$ cat src/rtl/spi_rs_pkg.sv
package spi_rs_pkg;
  localparam int DATA_W = 8;
  localparam int ADDR_W = 5;
  localparam int CNT_W  = $clog2(DATA_W);

  typedef struct packed {
    logic              is_read;
    logic [ADDR_W-1:0] addr;
    logic              burst;
    logic              rsvd;
  } cmd_t;
endpackage

$ cat src/rtl/spi_rs_sync.sv
module spi_rs_sync #(
  parameter int DEPTH = 2
) (
  input  logic clk,
  input  logic rst_n,
  input  logic sck,
  input  logic csn,
  input  logic mosi,
  output logic csn_s,
  output logic mosi_s,
  output logic sck_rise,
  output logic sck_fall
);
  localparam int NSIG = 3;
  localparam logic [NSIG-1:0] IDLE_VAL = 3'b110; // {sck, csn, mosi}

  logic [NSIG-1:0] raw;
  logic [NSIG-1:0] synced;
  logic            sck_q;

  assign raw = {sck, csn, mosi};

  for (genvar i = 0; i < NSIG; i++) begin : g_chain
    logic [DEPTH-1:0] stage;
    always_ff @(posedge clk or negedge rst_n) begin
      if (!rst_n) stage <= {DEPTH{IDLE_VAL[i]}};
      else        stage <= {stage[DEPTH-2:0], raw[i]};
    end
    assign synced[i] = stage[DEPTH-1];
  end

  always_ff @(posedge clk or negedge rst_n) begin
    if (!rst_n) sck_q <= 1'b1;
    else        sck_q <= synced[2];
  end

  assign csn_s    = synced[1];
  assign mosi_s   = synced[0];
  assign sck_rise = synced[2] & ~sck_q;
  assign sck_fall = ~synced[2] & sck_q;
endmodule

$ cat src/rtl/spi_rs_shift.sv
module spi_rs_shift
  import spi_rs_pkg::*;
(
  input  logic              clk,
  input  logic              rst_n,
  input  logic              csn_s,
  input  logic              mosi_s,
  input  logic              sck_rise,
  input  logic              sck_fall,
  input  logic [DATA_W-1:0] status,
  input  logic              load_en,
  input  logic [DATA_W-1:0] load_val,
  output logic              byte_done,
  output logic [DATA_W-1:0] rx_byte,
  output logic              miso
);
  localparam logic [CNT_W-1:0] LAST_BIT = CNT_W'(DATA_W - 1);

  logic [CNT_W-1:0]  bit_cnt;
  logic [DATA_W-1:0] tx_sr;

  always_ff @(posedge clk or negedge rst_n) begin
    if (!rst_n) begin
      bit_cnt   <= '0;
      rx_byte   <= '0;
      byte_done <= 1'b0;
    end else if (csn_s) begin
      bit_cnt   <= '0;
      byte_done <= 1'b0;
    end else begin
      byte_done <= 1'b0;
      if (sck_rise) begin
        rx_byte <= {rx_byte[DATA_W-2:0], mosi_s};
        bit_cnt <= bit_cnt + 1'b1;
        if (bit_cnt == LAST_BIT) byte_done <= 1'b1;
      end
    end
  end

  // Status is tracked while deselected, so it is frozen as the select falls.
  always_ff @(posedge clk or negedge rst_n) begin
    if (!rst_n)                       tx_sr <= '0;
    else if (csn_s)                   tx_sr <= status;
    else if (load_en)                 tx_sr <= load_val;
    else if (byte_done)               tx_sr <= '0;
    else if (sck_fall && bit_cnt != 0) tx_sr <= {tx_sr[DATA_W-2:0], 1'b0};
  end

  assign miso = csn_s ? 1'b0 : tx_sr[DATA_W-1];
endmodule

$ cat src/rtl/spi_rs_ctrl.sv
module spi_rs_ctrl
  import spi_rs_pkg::*;
(
  input  logic              clk,
  input  logic              rst_n,
  input  logic              csn_s,
  input  logic              byte_done,
  input  logic [DATA_W-1:0] rx_byte,
  output logic [ADDR_W-1:0] reg_addr,
  output logic [DATA_W-1:0] reg_wdata,
  output logic              reg_wr_en,
  output logic              reg_rd_en
);
  cmd_t cmd_in;
  logic expect_cmd;
  logic rd_mode;
  logic burst_mode;

  assign cmd_in = cmd_t'(rx_byte);

  always_ff @(posedge clk or negedge rst_n) begin
    if (!rst_n) begin
      expect_cmd <= 1'b1;
      rd_mode    <= 1'b0;
      burst_mode <= 1'b0;
      reg_addr   <= '0;
      reg_wdata  <= '0;
      reg_wr_en  <= 1'b0;
      reg_rd_en  <= 1'b0;
    end else begin
      reg_wr_en <= 1'b0;
      reg_rd_en <= 1'b0;
      if (csn_s) begin
        expect_cmd <= 1'b1;
      end else if (byte_done) begin
        if (expect_cmd) begin
          expect_cmd <= 1'b0;
          rd_mode    <= cmd_in.is_read;
          burst_mode <= cmd_in.burst;
          reg_addr   <= cmd_in.addr;
          reg_rd_en  <= cmd_in.is_read;
        end else if (rd_mode) begin
          if (burst_mode) reg_addr <= reg_addr + 1'b1;
          reg_rd_en <= 1'b1;
        end else begin
          reg_wdata <= rx_byte;
          reg_wr_en <= 1'b1;
        end
      end
    end
  end
endmodule

$ cat src/rtl/spi_regslave.sv
module spi_regslave
  import spi_rs_pkg::*;
#(
  parameter int SYNC_DEPTH = 2
) (
  input  logic              clk,
  input  logic              rst_n,
  input  logic              spi_csn,
  input  logic              spi_sck,
  input  logic              spi_mosi,
  output logic              spi_miso,
  input  logic [DATA_W-1:0] irq_flags,
  output logic [ADDR_W-1:0] reg_addr,
  output logic [DATA_W-1:0] reg_wdata,
  input  logic [DATA_W-1:0] reg_rdata,
  output logic              reg_wr_en,
  output logic              reg_rd_en
);
  logic              csn_s, mosi_s, sck_rise, sck_fall;
  logic              byte_done;
  logic [DATA_W-1:0] rx_byte;

  spi_rs_sync #(.DEPTH(SYNC_DEPTH)) sync_i (
    .clk(clk), .rst_n(rst_n), .sck(spi_sck), .csn(spi_csn), .mosi(spi_mosi),
    .csn_s(csn_s), .mosi_s(mosi_s), .sck_rise(sck_rise), .sck_fall(sck_fall)
  );

  spi_rs_shift shift_i (
    .clk(clk), .rst_n(rst_n), .csn_s(csn_s), .mosi_s(mosi_s),
    .sck_rise(sck_rise), .sck_fall(sck_fall), .status(irq_flags),
    .load_en(reg_rd_en), .load_val(reg_rdata),
    .byte_done(byte_done), .rx_byte(rx_byte), .miso(spi_miso)
  );

  spi_rs_ctrl ctrl_i (
    .clk(clk), .rst_n(rst_n), .csn_s(csn_s), .byte_done(byte_done),
    .rx_byte(rx_byte), .reg_addr(reg_addr), .reg_wdata(reg_wdata),
    .reg_wr_en(reg_wr_en), .reg_rd_en(reg_rd_en)
  );
endmodule

$ cat config.mk
export PLATFORM = sky130hd
export DESIGN_NAME = spi_regslave
export DESIGN_NICKNAME = d
export VERILOG_FILES = /design/src/rtl/spi_rs_pkg.sv /design/src/rtl/spi_rs_sync.sv /design/src/rtl/spi_rs_shift.sv /design/src/rtl/spi_rs_ctrl.sv /design/src/rtl/spi_regslave.sv
export SDC_FILE = /design/constraint.sdc
export NUM_CORES = 1
export LEC_CHECK = 0
export BUFFER_PORTS_ARGS = -buffer_cell sky130_fd_sc_hd__buf_4
export CAP_MARGIN = 30
export CORE_MARGIN = 1
export CORE_UTILIZATION = 54
export CTS_CLUSTER_SIZE = 24
export DETAILED_ROUTE_END_ITERATION = 16
export GPL_TIMING_DRIVEN = 0
export PLACE_DENSITY_LB_ADDON = 0.05
export SLEW_MARGIN = 10
export SYNTH_ARGS = -nofsm -noshare
export SYNTH_HDL_FRONTEND = slang
export SYNTH_HIERARCHICAL = 1
export SYNTH_SLANG_ARGS = --single-unit
export TNS_END_PERCENT = 50
$ cat constraint.sdc
create_clock -name clk -period 1.82 [get_ports clk]
set_input_delay 0.091 -clock clk [delete_from_list [all_inputs] [get_ports clk]]
set_output_delay 0.091 -clock clk [all_outputs]
set_load 0.01 [all_outputs]
# == Word level (Yosys, flattened, before mapping) ==
# Cells that the tools add are included.
# totals
input_bits,21
ff_bits,45
elab_cells,59
out_inout_bits,16
# op_classes
n_reduce_logical,11
n_mux,23
addsub,2
n_eq_ne,1
bitwise_logic,7
# ops
op,n
two-way mux 8 bit,4
two-way mux 5 bit,3
two-way mux 1 bit,14
AND reduction 4 bit,2
nonzero test 2 bit,4
two-way mux 3 bit,2
adder 5 x 1 -> 5 bit (second input constant),1
inverter 1 bit,5
nonzero test 4 bit,1
adder 3 x 1 -> 3 bit (second input constant),1
equality test 3 bit (second input constant),1
AND reduction 3 bit,1
nonzero test 3 bit,1
bitwise AND 1 bit,2
AND reduction 2 bit,1
logical AND 1 bit,1

# == Logic depth before layout (Yosys ltp) ==
# depth
depth_word,7
ltp_mapped,5
mapped_depth_nobuf,5

# == Modules after synthesis ==
# The synthesis kept the hierarchy.
# by_module_without_submodules
module,cells_per_inst,instances,seq_area_each_um2,area_per_inst_um2
spi_rs_shift,89,1,500.5,1017.2
spi_rs_ctrl,60,1,451.7,809.5
spi_rs_sync,9,1,181.4,196.4

# == Worst setup path after synthesis ==
# Ideal clock, no wire load.
# synth_timing
path_kind,flip-flop to flip-flop
startpoint,reg shift_i.byte_done
endpoint,reg shift_i.tx_sr[1]
period_less_slack_ns,1.609
path_stages_with_launch,4
path_slack_ns,0.211
t_arrival_ns,1.484
path_cell_list,dfrtp_1 > or3_4 > a21oi_4 > mux2_4
# synth_via
elab_chain_cells,3
# synth_lines
item,line,source
start: declaration,spi_rs_shift.sv:13,"output logic byte_done,"
start signal: assignment,spi_rs_shift.sv:26,byte_done <= 1'b0;
start signal: assignment,spi_rs_shift.sv:29,byte_done <= 1'b0;
start signal: assignment,spi_rs_shift.sv:31,byte_done <= 1'b0;
two-way mux 8 bit,spi_rs_shift.sv:45,else if (byte_done) tx_sr <= '0;
two-way mux 8 bit,spi_rs_shift.sv:44,else if (load_en) tx_sr <= load_val;
two-way mux 8 bit,spi_rs_shift.sv:43,else if (csn_s) tx_sr <= status;
end signal: assignment,spi_rs_shift.sv:43,
end signal: assignment,spi_rs_shift.sv:44,
end signal: assignment,spi_rs_shift.sv:46,"else if (sck_fall && bit_cnt != 0) tx_sr <= {tx_sr[DATA_W-2:0], 1'b0};"
end: declaration,spi_rs_shift.sv:20,logic [DATA_W-1:0] tx_sr;
# Several ways; a longest one is shown, not always the timed one.
# A chain may end at the register's enable or synchronous reset.

# == Worst setup path in the final report ==
# layout_timing
startpoint,reg shift_i.byte_done
endpoint,reg ctrl_i.reg_wdata[7]
# layout_via
elab_chain_cells,1
# layout_lines
item,line,source
AND reduction 4 bit (no line),n/a,
end signal: assignment,spi_rs_ctrl.sv:46,reg_wdata <= rx_byte;
end: declaration,spi_rs_ctrl.sv:10,"output logic [DATA_W-1:0] reg_wdata,"
# No other way between the ends.

==> flow_metrics.env <==
export IMPL_grt_total_usage=0.2266
export IMPL_yosys_area_share_xor_xnor=0.004329
export IMPL_area_growth_syn_to_layout_pct=23.75
export IMPL_setup_worst_path_start_class="flop"
export IMPL_syn_avg_cell_area_sq_um=12.81
export IMPL_setup_viol=0
export IMPL_synth_adder_area_share=0.02474
export IMPL_netlist_area_sq_mm=0.002023
export IMPL_finalWirelength_mm=3.879
export IMPL_finalWorstPathRequiredPeriod_ps=1656
export IMPL_drive_above_1_share=0.4010
export IMPL_design_die_area_sq_mm=0.003996
export IMPL_synth_seq_area_share=0.5603
export IMPL_synth_top_cells_by_count="dfrtp_1, mux2_2, inv_1"
export IMPL_synth_top_cell_by_area="dfrtp_1"
export IMPL_global_route_overflow_total=0
export IMPL_largest_cells_by_area_after_synthesis="dfrtp_1, mux2_2, dfstp_2"
export IMPL_rsz_0062_raised_after_global_routing="no"
export IMPL_headroom_to_the_max_slew_limit=0.6356
export IMPL_report_final_hold_viol_count=0
export IMPL_syn_inst=158
export IMPL_endpoint_kind="flop"
export IMPL_htree_num_levels=2
export IMPL_pwr_density_cell_mw_per_mm2=845.9
export IMPL_initial_utilization=0.5833
export IMPL_synth_top_family_by_area="multiplexers"
export IMPL_worst_pin_slew_ps=546.5
export IMPL_synthFlopType="dfrtp_1"
export IMPL_path_max_fanout=13
export IMPL_port_buffers=36
export IMPL_yosys_cell_types_count=39
export IMPL_fin_crit_sh=0.9097
export IMPL_tritoncts="done"
export IMPL_first_global_vias=1445
export IMPL_drc=0
export IMPL_setup_total_negative_slack_ps=0
export IMPL_cts_root_buffer="clkbuf_8"
export IMPL_yosysWarnings=6
export IMPL_number_of_flops_mapped_to_enable_cells_by_yosys=0
export IMPL_async_flop_share=1.000
export IMPL_clock_tree_buffer_depth=2
export IMPL_multiplexer_area_fraction_after_synthesis=0.1688
export IMPL_power_static_leakage_nw=1.256
export IMPL_synth_nets=183
export IMPL_die_height_um=63.21
export IMPL_clkTransAtPathRegs_ps=80
export IMPL_worst_vdd_drop_mv=0.5803
export IMPL_insertedDiodeCount=0
export IMPL_num_nets_final=231
export IMPL_first_pass_grt_wire_length_mm=6.734
export IMPL_worstSkewPairLatency_ps=300
export IMPL_synth_compound_area_share=0.09462
export IMPL_ios=37
export IMPL_synth_most_common_cell="dfrtp_1"
export IMPL_firstDrtPassIters=4
export IMPL_fmax_achieved_ghz=0.6040
export IMPL_sequential_cell_area_sq_mm=0.001134
export IMPL_number_of_synthesized_register_bits=45
export IMPL_vias=1368
export IMPL_cap_viol_max_count=0
export IMPL_wl_per_cell_um=15.33
export IMPL_post_dp_hpwl_mm=2.667
export IMPL_grt_start_max_net_pins=46
export IMPL_multiInputGateArea_sq_um=825.8
export IMPL_detail_route_antenna_nets=0
export IMPL_holdCritPathClass="in2reg"
export IMPL_die_w_um=63.21
export IMPL_critical_path_type="reg2reg"
export IMPL_synth_top_area_share=0.4824
export IMPL_drt_iter0_markers=91
export IMPL_post_drt_via_cell_ratio=5.407
export IMPL_fillers=263
export IMPL_crit_arrival_ps=1850
export IMPL_core_area_sq_mm=0.003468
export IMPL_clock_buffer_count_from_cts=5
export IMPL_outcome="complete, no violations"
export IMPL_synth_simple_gate_area_share=0.1144
export IMPL_final_core_utilization=0.7219
export IMPL_report_final_slew_viol_count=0
export IMPL_tritoncts_num_sinks=45
export IMPL_gp_routability_congestion=0.7818
export IMPL_antenna_found_initial=0
export IMPL_rows=21
export IMPL_critical_path_required_ps=2010
export IMPL_skew_ps=7.849
[report_power, final]
group / internal, mW / switching (mW) / leakage, nW
Sequential: 1.11 / 0.102 / 0.571
Clock: 0.273 / 0.333 / 0.0414
Combinational: 0.179 / 0.117 / 0.644
Total: 1.57 / 0.552 / 1.26
[flip-flops by register name, indices dropped and copies added (netlist names), 3 cells and up]
register and flops:
ctrl_i/reg_addr 5, ctrl_i/reg_wdata 8, shift_i/bit_cnt 3, shift_i/rx_byte 8, shift_i/tx_sr 8, sync_i/g_chain.stage 6
[routing by layer]
| metal | global-route usage | vias to the layer above | share of wire |
|---|---|---|---|
| met5 | 0 | - | 0 |
| met4 | 0.1165 | 0 | 0.022 |
| met3 | 0.06341 | 8 | 0.047 |
| met2 | 0.3562 | 36 | 0.50 |
| met1 | 0.2857 | 669 | 0.43 |
| li1 | - | 655 | - |
[path summary, 6_finish.rpt]
check / start / slack (ps) / cells past startpoint / endpoint
worst max-delay path: shift_i/byte_done / 160 / 3 / ctrl_i/reg_wdata[7]
min in group asynchronous: rst_n / 320 / 2 / shift_i/tx_sr[7]
max in group asynchronous: rst_n / 1130 / 2 / sync_i/sck_q
worst max register to register: shift_i/byte_done / 160 / 3 / ctrl_i/reg_wdata[7]
worst min-delay path: irq_flags[0] / 40 / 2 / shift_i/tx_sr[0]
worst min register to register: sync_i/g_chain[2].stage[0] / 360 / 0 / sync_i/g_chain[2].stage[1]
[metrics by stage]
stage	power (mW)	cells	area, sq um	hold slack [ps]	setup slack [ps]
floorplan	1.387	158	2023	-204.6	211.0
global placement	1.495	240	2351	110.8	74.16
detailed placement	1.518	240	2351	118.3	59.43
CTS	2.141	252	2480	25.73	16.50
global route	2.241	253	2504	34.33	65.81
finish	2.118	253	2504	38.28	164.4
[cell families (layout without fill, tap and decap cells)]
kind of cell	Yosys count	in the layout
multiplexers	31	31
XOR/XNOR	1	1
adder cells (fa/ha/maj)	4	4
AO/OA/AOI/OAI	27	27
AND/OR/NAND/NOR	35	35
flip-flops	45	45
buffers and inverters	15	64
[critical path, cell delays in order, from the launching register on]
cell,delay [ps]
dfrtp_1,630
nand2b_4,130
nor3_4,390
mux2_2,400
[timing repair]
action                                  4_1_cts  5_1_grt
hold buffers                                  4        0
hold endpoints to repair                     42        0
buffers inserted                              0        1
resized for setup                             0        3
endpoints found under the setup margin        0       12
[placed cells by master (no fill, tap or decap), drive strengths merged]
cell          n
o22ai         8
mux2         22
xnor2         1
or3           1
and2b         1
nor3b         5
buf          40
o21ai         2
nand3b        2
and4          1
o21bai        1
clkbuf        8
nor2          7
dfstp         6
nand3         1
nand2b        3
dfrtp        39
dlygate4sd3   4
mux2i         9
nand2         4
a311oi        1
a221o         1
a21o          5
inv          10
a21oi         5
nor2b         4
or3b          1
a2bb2oi       2
clkinv        1
a211oi        1
clkinvlp      1
and3          1
and2          1
a31oi         1
nor4bb        1
nor3          2
ha            4
[cell type report]
cell class	instances	share of cell area
buffer	5	0.01199
clock buffer	6	0.02899
clock inverter	2	0.006497
inverter	10	0.01499
multi-input combinational	98	0.3298
sequential	45	0.4528
tap	46	0.02299
timing repair buffer	41	0.1319
Power figures use the tool's default switching activity.
